`src/rtl/spw_pkg.sv`:
```
package spw_pkg;

  typedef enum logic [2:0] {
    S_IDLE,
    S_PRIME,
    S_LEN,
    S_EMIT,
    S_DONE
  } walk_state_t;

  // Length of a half-open span [first, end_excl); a malformed span gives zero.
  function automatic int span_len(input int end_excl, input int first);
    return (end_excl > first) ? (end_excl - first) : 0;
  endfunction

endpackage

```
`src/rtl/row_span_unit.sv`:
```
module row_span_unit #(
  parameter int IDX_W = 8
) (
  input  logic [IDX_W-1:0] row,
  input  logic [IDX_W-1:0] row_count,
  input  logic [IDX_W-1:0] nnz_count,
  input  logic [IDX_W-1:0] cur_start,
  input  logic [IDX_W-1:0] next_start,
  output logic             final_row,
  output logic [IDX_W-1:0] end_pos,
  output logic [IDX_W-1:0] row_len
);
  import spw_pkg::*;

  always_comb begin
    final_row = (row == row_count);
    // The final row ends just past the last stored nonzero.
    end_pos   = final_row ? IDX_W'(nnz_count + 1'b1) : next_start;
    row_len   = IDX_W'(span_len(int'(end_pos), int'(cur_start)));
  end

endmodule

```
`src/rtl/elem_cursor.sv`:
```
module elem_cursor #(
  parameter int IDX_W = 8
) (
  input  logic             clk,
  input  logic             rst_n,
  input  logic             load,
  input  logic [IDX_W-1:0] load_pos,
  input  logic [IDX_W-1:0] load_len,
  input  logic             step,
  output logic [IDX_W-1:0] pos,
  output logic             at_tail
);
  logic [IDX_W-1:0] remain;

  always_ff @(posedge clk or negedge rst_n) begin
    if (!rst_n) begin
      pos    <= '0;
      remain <= '0;
    end else if (load) begin
      pos    <= load_pos;
      remain <= load_len;
    end else if (step) begin
      pos    <= pos + 1'b1;
      remain <= remain - 1'b1;
    end
  end

  assign at_tail = (remain == IDX_W'(1));

endmodule

```
`src/rtl/sparse_row_walker.sv`:
```
module sparse_row_walker #(
  parameter int VAL_W = 16,
  parameter int IDX_W = 8
) (
  input  logic             clk,
  input  logic             rst_n,
  input  logic             start,
  input  logic [IDX_W-1:0] n_rows,
  input  logic [IDX_W-1:0] nnz_total,
  output logic [IDX_W-1:0] ptr_addr,
  input  logic [IDX_W-1:0] ptr_data,
  output logic [IDX_W-1:0] elem_addr,
  input  logic [VAL_W-1:0] val_data,
  input  logic [IDX_W-1:0] col_data,
  output logic             out_valid,
  input  logic             out_ready,
  output logic [IDX_W-1:0] out_row,
  output logic [IDX_W-1:0] out_col,
  output logic [VAL_W-1:0] out_val,
  output logic             out_last,
  output logic             busy,
  output logic             done
);
  import spw_pkg::*;

  localparam logic [IDX_W-1:0] FIRST_IDX = IDX_W'(1);

  walk_state_t      state;
  logic [IDX_W-1:0] row;
  logic [IDX_W-1:0] rows_q;
  logic [IDX_W-1:0] nnz_q;
  logic [IDX_W-1:0] cur_start;

  logic             final_row;
  logic [IDX_W-1:0] end_pos;
  logic [IDX_W-1:0] row_len;
  logic [IDX_W-1:0] cur_pos;
  logic             at_tail;

  // Named internal events.
  logic ev_take_start;
  logic ev_accept;
  logic ev_row_load;
  logic ev_row_skip;
  logic ev_row_end;

  assign ev_take_start = (state == S_IDLE) && start;
  assign ev_accept     = (state == S_EMIT) && out_ready;
  assign ev_row_load   = (state == S_LEN) && (row_len != '0);
  assign ev_row_skip   = (state == S_LEN) && (row_len == '0);
  assign ev_row_end    = ev_accept && at_tail;

  row_span_unit #(.IDX_W(IDX_W)) u_span (
    .row        (row),
    .row_count  (rows_q),
    .nnz_count  (nnz_q),
    .cur_start  (cur_start),
    .next_start (ptr_data),
    .final_row  (final_row),
    .end_pos    (end_pos),
    .row_len    (row_len)
  );

  elem_cursor #(.IDX_W(IDX_W)) u_cursor (
    .clk      (clk),
    .rst_n    (rst_n),
    .load     (ev_row_load),
    .load_pos (cur_start),
    .load_len (row_len),
    .step     (ev_accept),
    .pos      (cur_pos),
    .at_tail  (at_tail)
  );

  always_ff @(posedge clk or negedge rst_n) begin
    if (!rst_n) begin
      state     <= S_IDLE;
      row       <= '0;
      rows_q    <= '0;
      nnz_q     <= '0;
      cur_start <= '0;
    end else begin
      unique case (state)
        S_IDLE: if (start) begin
          rows_q <= n_rows;
          nnz_q  <= nnz_total;
          row    <= FIRST_IDX;
          state  <= (n_rows == '0) ? S_DONE : S_PRIME;
        end
        S_PRIME: begin
          cur_start <= ptr_data;
          state     <= S_LEN;
        end
        S_LEN: begin
          cur_start <= end_pos;
          if (row_len != '0)  state <= S_EMIT;
          else if (final_row) state <= S_DONE;
          else                row   <= row + 1'b1;
        end
        S_EMIT: if (ev_row_end) begin
          if (final_row) state <= S_DONE;
          else begin
            row   <= row + 1'b1;
            state <= S_LEN;
          end
        end
        S_DONE:  state <= S_IDLE;
        default: state <= S_IDLE;
      endcase
    end
  end

  // The first start entry is read in PRIME; later reads fetch row+1.
  assign ptr_addr  = (state == S_PRIME) ? FIRST_IDX
                   : (final_row ? row : IDX_W'(row + 1'b1));
  assign elem_addr = cur_pos;
  assign out_valid = (state == S_EMIT);
  assign out_row   = row;
  assign out_col   = col_data;
  assign out_val   = val_data;
  assign out_last  = (state == S_EMIT) && (cur_pos == nnz_q);
  assign busy      = (state != S_IDLE);
  assign done      = (state == S_DONE);

endmodule

```
`config.mk`:
```
export PLATFORM = sky130hd
export DESIGN_NAME = sparse_row_walker
export DESIGN_NICKNAME = d
export VERILOG_FILES = /design/src/rtl/spw_pkg.sv /design/src/rtl/row_span_unit.sv /design/src/rtl/elem_cursor.sv /design/src/rtl/sparse_row_walker.sv
export SDC_FILE = /design/constraint.sdc
export NUM_CORES = 1
export LEC_CHECK = 0
export ABC_AREA = 1
export CAP_MARGIN = 20
export CORE_MARGIN = 4
export CORE_UTILIZATION = 47
export CTS_CLUSTER_DIAMETER = 150
export DETAILED_ROUTE_END_ITERATION = 7
export GPL_TIMING_DRIVEN = 0
export PLACE_DENSITY_LB_ADDON = 0.08
export SKIP_LAST_GASP = 1
export SYNTH_ARGS = -nofsm -noshare
export SYNTH_HDL_FRONTEND = slang
export SYNTH_SLANG_ARGS = --single-unit
```
`constraint.sdc`:
```
create_clock -name clk -period 6.74 [get_ports clk]
set_input_delay 1.348 -clock clk [delete_from_list [all_inputs] [get_ports clk]]
set_output_delay 1.348 -clock clk [all_outputs]
set_load 0.02 [all_outputs]
```
==> impl_metrics.json <==
{
  "grt_pass1_wl_um": 17600,
  "ctsResizeCount": 0,
  "viasPerCell": 5.15,
  "hp-class": "reg2reg",
  "finalMaxSlewViolations": 0,
  "yosys_warnings": 0,
  "core_um2": 8180,
  "min_period_ps": 3970,
  "rsz0062_at_grt": "no",
  "cts_hold_buf": 0,
  "first_pass_iters": 5,
  "reg2reg_depth": 24,
  "cpMaxStageDelayCell": "clkdlybuf4s50_1",
  "clkTransAtPathRegs_ps": 110,
  "cp.arrival_ps": 2620,
  "netlist_area_um2": 3930,
  "grt_overflow_total": 0,
  "whs_ps": 507,
  "p_leak_uw": 0.00250,
  "critical_path_class": "reg2out",
  "path_cells": "clkbuf_1 -> nand2_1 -> inv_1 -> o22ai_1 -> nor2_1 -> nand2_1 -> inv_1 -> o21ai_0 -> nor2_1 -> clkdlybuf4s50_1",
  "antenna_found_initial": 0,
  "wl_per_cell_um": 13.6,
  "io_pins": 104,
  "die_h_um": 99.4,
  "fp-row-count": 33,
  "endpoint": "ptr_addr[1]",
  "setup.worst_path.start": "out_row[3]",
  "rr_startpoint": "out_row[3]",
  "cts.path.max_buffers": 2,
  "vias": 3886,
  "start_util_pct": 48.1,
  "cp.required_ps": 5390,
  "synth_flop_cell": "dfrtp_1",
  "final_cells": 755,
  "syn2layout_area_growth_pct": 26.3,
  "timing.final.ws_setup_ps": 2770,
  "maxCapViolCount": 0,
  "cts_tree": "yes",
  "powerDensity_nw_per_um2": 526,
  "cts_setup_buffers": 0,
  "synth_area_per_cell_um2": 6.99,
  "fin_tns_setup_ps": 0,
  "dr.first_iter.drc_count": 161,
  "fmax_ghz": 0.252,
  "yosysSeqAreaShare_pct": 32.5,
  "pre_cts_slack_ps": 2460,
  "place.gp.congestion": 0.887,
  "timing_hold_violations_final": 0,
  "num_antenna_cells": 0,
  "cpPeakStageDelay_ps": 620,
  "async_flop_share_pct": 100,
  "synth-seq-cells": 51,
  "tightest_slew_ps": 554,
  "grt_max_degree": 40,
  "place_hpwl_um": 8300,
  "grt_pass1_vias": 3728,
  "portBuffers": 79,
  "fp.dieW_um": 99.4,
  "drive_gt1_share_pct": 10.9,
  "r2r-end": "u_cursor.pos[3]",
  "rrSetupSlack_ps": 2840,
  "crit_path_max_fanout": 9,
  "ant_nets": 0,
  "numCtsBuffers": 5,
  "drc": 0,
  "cts_root_buffer": "clkbuf_8",
  "synth_cell_type_count": 37,
  "ir_drop_v": 0.000252,
  "clock_latency_ps": 310,
  "setup_viol": 0,
  "outcome": "completed",
  "max_slew_margin_pct": 63.1,
  "start_kind": "flip-flop",
  "syn-num-nets": 628,
  "syn_inst": 562,
  "nets": 715,
  "dp_cells": 747,
  "grt_use_total_pct": 21.7,
  "routed_wl_um": 10300,
  "total_power_uw": 2610,
  "critPathCaptureType": "primary output",
  "cts-htree-levels": 2,
  "synth_edf_count": 0,
  "skew_ps": 13.7,
  "die_area_um2": 9890,
  "cts.sinks": 51,
  "timing.final.crit_share_pct": 58.9
}
## power breakdown
group / total (µW) / internal (µW) / switching (µW) / leakage [µW]
Sequential: 623 / 459 / 164 / 0.000624
Combinational: 1790 / 694 / 1100 / 0.00182
Clock: 194 / 77.3 / 116 / 0.0000502
## critical path: cells and delay by family, from the launching register on
| kind | cells | cell delay, ps |
|---|---|---|
| buffers and inverters | 4 | 1250 |
| AND/OR/NAND/NOR | 4 | 500 |
| flip-flops | 1 | 360 |
| AO/OA/AOI/OAI | 2 | 220 |
## cells in the final DEF, fill, tap and decap left out, types with 9 or more instances in the layout
master	count
buf_4	24
dfrtp_1	51
nand2_1	136
nand3_1	56
clkbuf_1	9
a21oi_1	13
ha_1	13
inv_1	81
xor2_1	22
o21ai_0	26
clkdlybuf4s50_1	78
nor2_1	46
## layer usage
layer	vias to the layer above	wire (µm)	part of all wire [%]	GRT usage, %
met1	1792	4510	44	29.5
met2	143	4980	48	36.5
met3	10	693	6.7	3.37
met4	0	121	1.2	4.94
met5	-	0	0	0
li1	1941	-	-	-
## state kept, by name, indices dropped and copies added (netlist names)
| signal | cells |
|---|---|
| rows_q | 8 |
| u_cursor.pos | 8 |
| u_cursor.remain | 8 |
| cur_start | 8 |
| out_row | 8 |
| state | 3 |
| nnz_q | 8 |
## per-stage QoR
step	utilization (%)	area, µm²
2_1_floorplan	-	3930
3_3_place_gp	59.4	4850
3_5_place_dp	59.5	4870
4_1_cts	60.7	4960
5_1_grt	60.7	4960
6_report	60.7	4960
## worst min path at each step
stage                 start         endpoint  slack, ps  depth (start not counted)
4_1_cts        cur_start[3]  u_cursor.pos[3]        510                          2
6_report       cur_start[3]  u_cursor.pos[3]        510                          2
3_3_place_gp      rows_q[6]        rows_q[6]        480                          2
5_1_grt        cur_start[2]  u_cursor.pos[2]        530                          2
2_1_floorplan     rows_q[6]        rows_q[6]        450                          2
3_5_place_dp   cur_start[3]  u_cursor.pos[3]        480                          2
## cell type report
type                            instances  area (µm²)
Fill cell                             803        3210
Multi-Input combinational cell        383        2050
Sequential cell                        51        1280
Timing Repair Buffer                   80         806
Inverter                               89         334
Buffer                                 39         267
Tap cell                              105         131
Clock buffer                            5        68.8
Clock inverter                          3        28.8
## synth_stat cells (2+ instances only)
master / number / share of area (%)
dfrtp_1: 51 / 32
inv_2: 8 / 0.76
nor2_2: 5 / 0.80
buf_4: 24 / 4.6
a21oi_2: 2 / 0.45
nand3b_1: 3 / 0.57
nand3_1: 56 / 7.1
o221ai_1: 3 / 0.67
buf_6: 2 / 0.57
nor2_1: 46 / 4.4
o22ai_1: 3 / 0.48
clkbuf_1: 9 / 0.86
o21ai_0: 26 / 3.3
or2_2: 5 / 0.80
o21ai_2: 4 / 0.89
ha_1: 13 / 4.1
nand2_1: 136 / 13
a221oi_1: 3 / 0.67
nand4_1: 8 / 1.3
nand2_4: 2 / 0.57
a21oi_1: 13 / 1.7
xnor2_1: 8 / 1.8
o21ai_1: 3 / 0.38
nand2_2: 2 / 0.32
mux2_2: 2 / 0.57
buf_2: 3 / 0.38
nor3_1: 7 / 0.89
o211ai_1: 4 / 0.76
inv_1: 81 / 7.7
nor4_1: 2 / 0.32
xor2_1: 22 / 4.9
## cell families (layout without fill, tap and decap cells)
family / Yosys count / after routing / share of synthesized area [%]
and+or+nand+nor: 274 / 274 / 30.7
buffers and inverters: 128 / 216 / 15.3
AOI/OAI and AO/OA: 63 / 63 / 9.68
DFF: 51 / 51 / 32.5
xor gates and xnor gates: 30 / 30 / 6.69
adders and majority gates: 14 / 14 / 4.65
muxes: 2 / 2 / 0.573
No activity file was read; power rests on OpenSTA's default activity.
